--- config.mk ---
export PLATFORM = sky130hd
export DESIGN_NAME = cmd_frame_engine
export DESIGN_NICKNAME = d
export VERILOG_FILES = /design/src/rtl/cfe_pkg.sv /design/src/rtl/cfe_size_lookup.sv /design/src/rtl/cfe_byte_buf.sv /design/src/rtl/cmd_frame_engine.sv
export SDC_FILE = /design/constraint.sdc
export NUM_CORES = 2
export LEC_CHECK = 0
export ABC_AREA = 1
export BUFFER_PORTS_ARGS = -buffer_cell sky130_fd_sc_hd__buf_2
export CAP_MARGIN = 20
export CORE_UTILIZATION = 65
export DETAILED_ROUTE_END_ITERATION = 6
export PLACE_DENSITY_LB_ADDON = 0.08
export REMOVE_ABC_BUFFERS = 1
export SETUP_SLACK_MARGIN = 0.15
export SLEW_MARGIN = 20
export SYNTH_ARGS = -nofsm -noshare
export SYNTH_HDL_FRONTEND = slang
export SYNTH_SLANG_ARGS = --single-unit
--- constraint.sdc ---
create_clock -name clk -period 5.87 [get_ports clk]
set_input_delay 0.8805 -clock clk [delete_from_list [all_inputs] [get_ports clk]]
set_output_delay 0.8805 -clock clk [all_outputs]
set_load 0.01 [all_outputs]
--- src/rtl/cfe_pkg.sv ---
package cfe_pkg;
  localparam int BYTE_W = 8;

  typedef struct packed {
    logic              in_var;
    logic [BYTE_W-1:0] in_fix;
    logic              out_var;
    logic [BYTE_W-1:0] out_fix;
  } size_desc_t;

  typedef enum logic [2:0] {
    ST_IDLE,
    ST_LEN,
    ST_PARAM,
    ST_EXEC,
    ST_RLEN,
    ST_REPLY
  } frame_state_t;

  function automatic logic [BYTE_W-1:0] clamp_len(input logic [BYTE_W-1:0] n,
                                                   input logic [BYTE_W-1:0] lim);
    return (n > lim) ? lim : n;
  endfunction
endpackage

--- src/rtl/cfe_size_lookup.sv ---
module cfe_size_lookup
  import cfe_pkg::*;
(
  input  logic [BYTE_W-1:0] opcode,
  output size_desc_t        desc
);
  always_comb begin
    // opcodes outside the list: variable request, reply variable when bit 3 set
    desc = '{in_var: 1'b1, in_fix: '0, out_var: opcode[3], out_fix: '0};
    case (opcode)
      8'h10, 8'h11, 8'h70: desc = '{1'b0, 8'd1, 1'b0, 8'd0};
      8'h30:               desc = '{1'b0, 8'd4, 1'b0, 8'd0};
      8'h38:               desc = '{1'b0, 8'd0, 1'b0, 8'd4};
      8'h78:               desc = '{1'b0, 8'd0, 1'b1, 8'd0};
      8'h7d:               desc = '{1'b0, 8'd5, 1'b0, 8'd1};
      8'h7e, 8'h7f:        desc = '{1'b0, 8'd4, 1'b0, 8'd1};
      8'h33:               desc = '{1'b1, 8'd0, 1'b0, 8'd0};
      8'h3b:               desc = '{1'b0, 8'd2, 1'b1, 8'd0};
      default: ;
    endcase
  end
endmodule

--- src/rtl/cfe_byte_buf.sv ---
module cfe_byte_buf #(
  parameter int DEPTH = 128,
  parameter int W     = 8,
  localparam int AW   = $clog2(DEPTH)
) (
  input  logic          clk,
  input  logic          wr_en,
  input  logic [AW-1:0] wr_addr,
  input  logic [W-1:0]  wr_data,
  input  logic [AW-1:0] rd_addr,
  output logic [W-1:0]  rd_data
);
  logic [W-1:0] mem [DEPTH];

  always_ff @(posedge clk) begin
    if (wr_en) mem[wr_addr] <= wr_data;
  end

  assign rd_data = mem[rd_addr];
endmodule

--- src/rtl/cmd_frame_engine.sv ---
module cmd_frame_engine
  import cfe_pkg::*;
#(
  parameter int BUF_DEPTH = 128,
  localparam int IDX_W    = $clog2(BUF_DEPTH)
) (
  input  logic              clk,
  input  logic              rst_n,
  input  logic              abort,
  input  logic              in_valid,
  output logic              in_ready,
  input  logic [7:0]        in_data,
  output logic              out_valid,
  input  logic              out_ready,
  output logic [7:0]        out_data,
  output logic              exec_start,
  output logic [7:0]        exec_opcode,
  output logic [7:0]        exec_param_len,
  input  logic [IDX_W-1:0]  exec_rd_addr,
  output logic [7:0]        exec_rd_data,
  input  logic              exec_wr_en,
  input  logic [IDX_W-1:0]  exec_wr_addr,
  input  logic [7:0]        exec_wr_data,
  input  logic [7:0]        exec_reply_len,
  input  logic              exec_done,
  output logic              overflow
);
  localparam logic [7:0] DEPTH_B = 8'(BUF_DEPTH);

  frame_state_t state;
  size_desc_t   desc;
  logic [7:0]   op_q, rx_total, keep, cnt, rlen, rcnt;
  logic         out_var_q, start_q, ovf_q;
  logic [7:0]   out_fix_q, rsp_byte;
  logic         prm_we;

  cfe_size_lookup u_lookup (.opcode(in_data), .desc(desc));

  assign prm_we = (state == ST_PARAM) && in_valid && !abort && (cnt < keep);

  cfe_byte_buf #(.DEPTH(BUF_DEPTH), .W(8)) u_prm_buf (
    .clk(clk), .wr_en(prm_we), .wr_addr(cnt[IDX_W-1:0]), .wr_data(in_data),
    .rd_addr(exec_rd_addr), .rd_data(exec_rd_data));

  cfe_byte_buf #(.DEPTH(BUF_DEPTH), .W(8)) u_rsp_buf (
    .clk(clk), .wr_en(exec_wr_en), .wr_addr(exec_wr_addr), .wr_data(exec_wr_data),
    .rd_addr(rcnt[IDX_W-1:0]), .rd_data(rsp_byte));

  always_ff @(posedge clk or negedge rst_n) begin
    if (!rst_n) begin
      state     <= ST_IDLE;
      op_q      <= '0;
      rx_total  <= '0;
      keep      <= '0;
      cnt       <= '0;
      rlen      <= '0;
      rcnt      <= '0;
      out_var_q <= 1'b0;
      out_fix_q <= '0;
      start_q   <= 1'b0;
      ovf_q     <= 1'b0;
    end else begin
      start_q <= 1'b0;
      if (abort) begin
        state <= ST_IDLE;
        cnt   <= '0;
        rcnt  <= '0;
      end else begin
        case (state)
          ST_IDLE: if (in_valid) begin
            op_q      <= in_data;
            out_var_q <= desc.out_var;
            out_fix_q <= desc.out_fix;
            cnt       <= '0;
            if (desc.in_var) begin
              state <= ST_LEN;
            end else if (desc.in_fix != 8'd0) begin
              rx_total <= desc.in_fix;
              keep     <= clamp_len(desc.in_fix, DEPTH_B);
              state    <= ST_PARAM;
            end else begin
              keep    <= '0;
              state   <= ST_EXEC;
              start_q <= 1'b1;
            end
          end
          ST_LEN: if (in_valid) begin
            rx_total <= in_data;
            keep     <= clamp_len(in_data, DEPTH_B);
            if (in_data > DEPTH_B) ovf_q <= 1'b1;
            if (in_data == 8'd0) begin
              state   <= ST_EXEC;
              start_q <= 1'b1;
            end else begin
              state <= ST_PARAM;
            end
          end
          ST_PARAM: if (in_valid) begin
            cnt <= cnt + 8'd1;
            if (cnt == rx_total - 8'd1) begin
              state   <= ST_EXEC;
              start_q <= 1'b1;
            end
          end
          ST_EXEC: if (exec_done && !start_q) begin
            rcnt <= '0;
            if (out_var_q) begin
              rlen  <= clamp_len(exec_reply_len, DEPTH_B);
              if (exec_reply_len > DEPTH_B) ovf_q <= 1'b1;
              state <= ST_RLEN;
            end else begin
              rlen  <= clamp_len(out_fix_q, DEPTH_B);
              state <= (out_fix_q == 8'd0) ? ST_IDLE : ST_REPLY;
            end
          end
          ST_RLEN: if (out_ready) begin
            state <= (rlen == 8'd0) ? ST_IDLE : ST_REPLY;
          end
          ST_REPLY: if (out_ready) begin
            rcnt <= rcnt + 8'd1;
            if (rcnt == rlen - 8'd1) state <= ST_IDLE;
          end
          default: state <= ST_IDLE;
        endcase
      end
    end
  end

  assign in_ready       = (state == ST_IDLE) || (state == ST_LEN) || (state == ST_PARAM);
  assign out_valid      = (state == ST_RLEN) || (state == ST_REPLY);
  assign out_data       = (state == ST_RLEN) ? rlen : rsp_byte;
  assign exec_start     = start_q;
  assign exec_opcode    = op_q;
  assign exec_param_len = keep;
  assign overflow       = ovf_q;
endmodule

# == After elaboration in Yosys (flattened, before gate mapping) ==
# Memory sizes are Yosys's and may differ from the RTL's.
# Cells that the tools add are included.
# W data, S select, Z words.
# word_totals
register_bits,62
latch_bits,0
mem_bits_rw,2048
mem_bits_ro,0
input_bits,45
wordCells,145
mem_count,2
# op_classes
addsub,4
n_mul,0
n_div,0
order_cmp,5
eq_ne,34
shift,0
mux,60
n_bitwise,1
n_reduce_logical,28
# mem_list
name,depth,width,rd,rd_ports_with_merged_regs,write_ports,line_no,rtl
u_prm_buf.mem,128,8,1,0,1,cfe_byte_buf.sv:13,logic [W-1:0] mem [DEPTH];
u_rsp_buf.mem,128,8,1,0,1,cfe_byte_buf.sv:13,
# ops
cell,count
$mux W8,20
$pmux W18 S8,1
$pmux W8 S2,4
$eq A8 B7 Y1 const B,5
$mux W3,12
$eq A8 B6 Y1 const B,4
$gt A8 B8 Y1 const B,4
$logic_not A8 Y1,3
$ne A3 B3 Y1 const B,7
$mux W1,19
$pmux W3 S6,1
$add A8 B1 Y8 const B,2
$eq A8 B5 Y1 const B,2
$eq A8 B8 Y1,2
$ne A2 B2 Y1 const B,8
$sub A8 B1 Y8 const B,2
$reduce_and A3 Y1,4
$lt A8 B8 Y1,1
$reduce_and A8 Y1,1
$reduce_bool A8 Y1,1
$reduce_and A7 Y1,1
$eq A3 B2 Y1 const B,2
$eq A3 B3 Y1 const B,2
$reduce_and A6 Y1,1
other kinds (15),23

# == Longest topological paths before layout ==
# logic_depth
word_depth,9
ltp_mapped,15
depth_no_buf,15

# == Modules after synthesis ==
# A second synthesis with hierarchy kept.
# unflattened
hier_cells,7744
hier_area_um2,88267.2
# modules_own_cells
mod,instances,cells_per_inst,area_per_inst_um2,seq_area_each_um2
cfe_byte_buf,2,3567,41944.0,30749.5
cmd_frame_engine,1,549,4040.1,1551.5
cfe_size_lookup,1,61,339.1,0.0

# == Worst setup path before layout ==
# Ideal clock, no wire load.
# synth_timing
path_type,input-to-output
start,in exec_rd_addr[0]
end,out exec_rd_data[1]
arrival_ns,2.083
required_time_ns,4.990
path_slack_ns,2.907
path_stages,12
path_cell_list,buf_4 > inv_4 > buf_2 > buf_2 > nand2_1 > nand3_1 > nand3_1 > nand3_1 > nand3_1 > a21oi_1 > o21ai_0 > nand2_1
# synth_via
elab_chain_len,1
# synth_lines
element,line_no,rtl
from (decl),cmd_frame_engine.sv:19,"input logic [IDX_W-1:0] exec_rd_addr,"
$mem_v2 Z128 W8,-,
to (decl),cmd_frame_engine.sv:20,"output logic [7:0] exec_rd_data,"
# Every way passes these cells.

# == Worst setup path after layout ==
# layout_timing
start,reg rcnt[0]
end,out out_data[1]
# layout_via
elab_chain_len,2
# layout_lines
element,line_no,rtl
from (decl),cmd_frame_engine.sv:32,"logic [7:0] op_q, rx_total, keep, cnt, rlen, rcnt;"
from (signal assigned),cmd_frame_engine.sv:120,rcnt <= rcnt + 8'd1;
$mem_v2 Z128 W8,-,
$mux W8,cmd_frame_engine.sv:131,assign out_data = (state == ST_RLEN) ? rlen : rsp_byte;
to (decl),cmd_frame_engine.sv:15,"output logic [7:0] out_data,"
# Every way passes these cells.

==> impl_results.md <==
* Leakage at 35.1 nW
* Peak VDD IR at between 0.3 and 0.4 mV
* Syn avg cell area at approximately 11 µm²
* Hpwl dp at 133000 µm
* CTS max path bufs at 3
* Pwr dens at 328 mW/mm²
* Num Clock Sinks at roughly 2100
* WP data required at approximately 5 ns
* Die Y at 371 µm
* Worst EP arrival at ~4.2 ns
* Measured slew at the worst slew-check pin at 1.12 ns
* Initial core utilization at between 60 and 70%
* Layout Nets at 7925
* DR vias at 59900
* Top-count cell post-synth: nand2_1
* Antenna violations before repair at 3
* Final Setup Violations at 0
* Post-synth EDFFs at 2048
* Leading area contributor after synthesis: edfxtp_1
* Worst setup path category: register to output pin
* IO buf count at 80
* Post-CTS Setup Bufs at 0
* Routed vias/inst at 6.11
* Detailed Route WL at roughly 230000 µm
* Main flop type after synthesis: edfxtp_1
* Post-layout worst setup margin at slightly below 0.8 ns
* First-pass GRT wire length at between 300000 and 400000 µm
* Largest net degree at the start of global routing at roughly 190
* Layout cells sized above 1 at approximately 7.2%
* Mapped Area at about 0.088 mm²
* Hold Crit Class: primary input to asynchronous set/reset pin
* Max frequency at 0.196 GHz
* GR Util All Layers at around 34%
* # IOs at 81
* Top cells by area, synth: edfxtp_1, nand2_1, nand3_1, nor2_1, dfrtp_1
* Global route overflow at 0
* Pins over their slew limit at 0
* Seq cells post-synth at about 2100
* Crit Path Max Fanout at 106
* Final period utilization at 86.8%
* Crit path capture type: output pin
* Area post-placement at approximately 0.09 mm²
* Synth top area share at 69.7%
* Vias in the first global route at 56800
* Clock tree from TritonCTS: yes
* Clk slew on worst S/H paths at roughly 0.070 ns
* RSZ-0062 raised after global routing: no
* Wire per inst at 23.6 µm
* DIE AREA at approximately 0.14 mm²
* ANT nets after route at 0
* Total of max-cap violations at 0
* Later-pin clock latency in the skew report at slightly above 0.8 ns
* Core Rows at 134
* Synth cell types at between 40 and 50
* Async set-reset flop share out of synthesis at about 2.7%
* Post-synthesis cell count at 7927
* Hold-fix buffer count after cts at 0
* Drt initial violations at 8315
* Root Driver: clkbuf_16
* # DRC at 0
* CORE AREA at 0.134 mm²
* Worst slew margin at 25.6%
* Register area share after synthesis at a little under three quarters
* Die X at approximately 370 µm
* H-tree Lvls at 4
* Post-cts sizing count at 0
* Num CTS Buffers at 206
* Final min period at approximately 5.1 ns
* Clk_skew at 0.0234 ns
* Place WS at about 1.3 ns
* Final instance area at ~0.096 mm²
* DR pass1 iterations at 6
* Startpoint types: register
* GPL Wtd Cong at just over 0.9
* Yosys warning count at 0
* Status: completed
* Final Hold Fails at 0
* Layout area overhead at 9.11%
* Top cells by count, synth: nand2_1, edfxtp_1, nand3_1
## report_power, final
part / internal, mW / switching (mW)
Combinational: 0.511 / 1.55
Clock: 7.26 / 5.50
Sequential: 16.6 / 0.153
Total: 24.4 / 7.20
## cells in the final DEF (no fill, tap or decap), drive strengths merged, types with 6 or more instances in the layout
cell / instances
ha: 12
xnor2: 7
xor2: 9
nand3: 1510
o21ai: 213
nand4: 14
inv: 294
clkbuf: 266
nor3: 76
nand2: 2402
bufinv: 13
clkinv: 95
nor2: 689
edfxtp: 2048
o21a: 6
a21oi: 99
dfrtp: 56
buf: 204
## metrics by stage
| step | power [mW] | hold slack [ns] | std cells | setup TNS [ns] | utilization [%] |
|---|---|---|---|---|---|
| final | 31.6 | 0.226 | 9807 | 0 | 71.8 |
| after global routing | 32.4 | 0.275 | 9806 | 0 | 71.8 |
| after CTS | 31.6 | 0.222 | 9804 | 0 | 71.8 |
| after detailed placement | 19.1 | 0.472 | 9427 | 0 | 66.9 |
| after global placement | 19.0 | 0.468 | 9425 | 0 | 66.9 |
| after floorplan | 18.1 | 0.464 | 7455 | -180.21 | - |
## cell families (layout without fill, tap and decap cells)
logic type,after synthesis,after routing,synth area share (%)
compound gates,331,331,1.93
simple gates,4698,4698,22.4
xor+xnor,16,16,0.159
buf+inv,766,876,4.04
fa+ha+maj,12,12,0.170
other cells,0,2,0
flops,2104,2104,71.3
## layout make-up
cell class                 count  area [µm²]
multi-input combinational   5057       22000
fill                        9249       37800
sequential                  2104       62900
clock inverter               112         886
inverter                     294        1150
antenna                        2        5.00
clock buffer                 265        5600
tap                         1768        2210
timing repair buffer         205        1610
## worst max-delay path, stage by stage, from the launching register on
cell and delay, ns:
dfrtp_4 0.71, inv_8 0.62, buf_4 0.42, nand2_1 0.10
nand3_1 0.10, nand2_1 0.06, a21oi_1 0.21, nor2_1 0.08
nand2_1 0.11, nand3_1 0.24, nand3_1 0.23, nand3_1 0.17
nand2_1 0.13, buf_2 0.13
## path summary, 6_finish.rpt
check                                                 from                       endpoint  slack [ns]  depth (start not counted)
worst max-delay path                   rcnt[0]$_DFFE_PN0P_                    out_data[1]        0.77                         13
worst min-delay path                                 rst_n     exec_opcode[5]$_DFFE_PN0P_        0.23                          2
worst max register to register        state[2]$_DFFE_PN0P_  u_prm_buf.mem[6][2]$_DFFE_PP_        1.80                          7
worst min register to register  exec_opcode[3]$_DFFE_PN0P_     exec_opcode[3]$_DFFE_PN0P_        0.48                          2
max in group asynchronous                            rst_n            rcnt[0]$_DFFE_PN0P_        4.96                          2
min in group clk                         exec_reply_len[4]            rlen[4]$_DFFE_PN0P_        0.34                          3
## flip-flops by register name, indices dropped and copies added, names as in the netlist
| register | flops |
|---|---|
| u_prm_buf.mem | 1024 |
| u_rsp_buf.mem | 1024 |
| cnt | 8 |
| exec_opcode | 8 |
| exec_param_len | 8 |
| rcnt | 8 |
| rlen | 8 |
| rx_total | 8 |
| state | 3 |
| out_fix_q | 2 |
| exec_start | 1 |
| out_var_q | 1 |
| overflow | 1 |
## per-layer routing
metal | wire length (µm) | track usage [%] | vias up
li1 | - | - | 27300
met1 | 87300 | 46.0 | 28700
met2 | 110000 | 53.4 | 3325
met3 | 22400 | 5.81 | 595
met4 | 11600 | 16.4 | 4
met5 | 18 | 0 | -
Note: power is estimated with default switching activity, not from simulation.
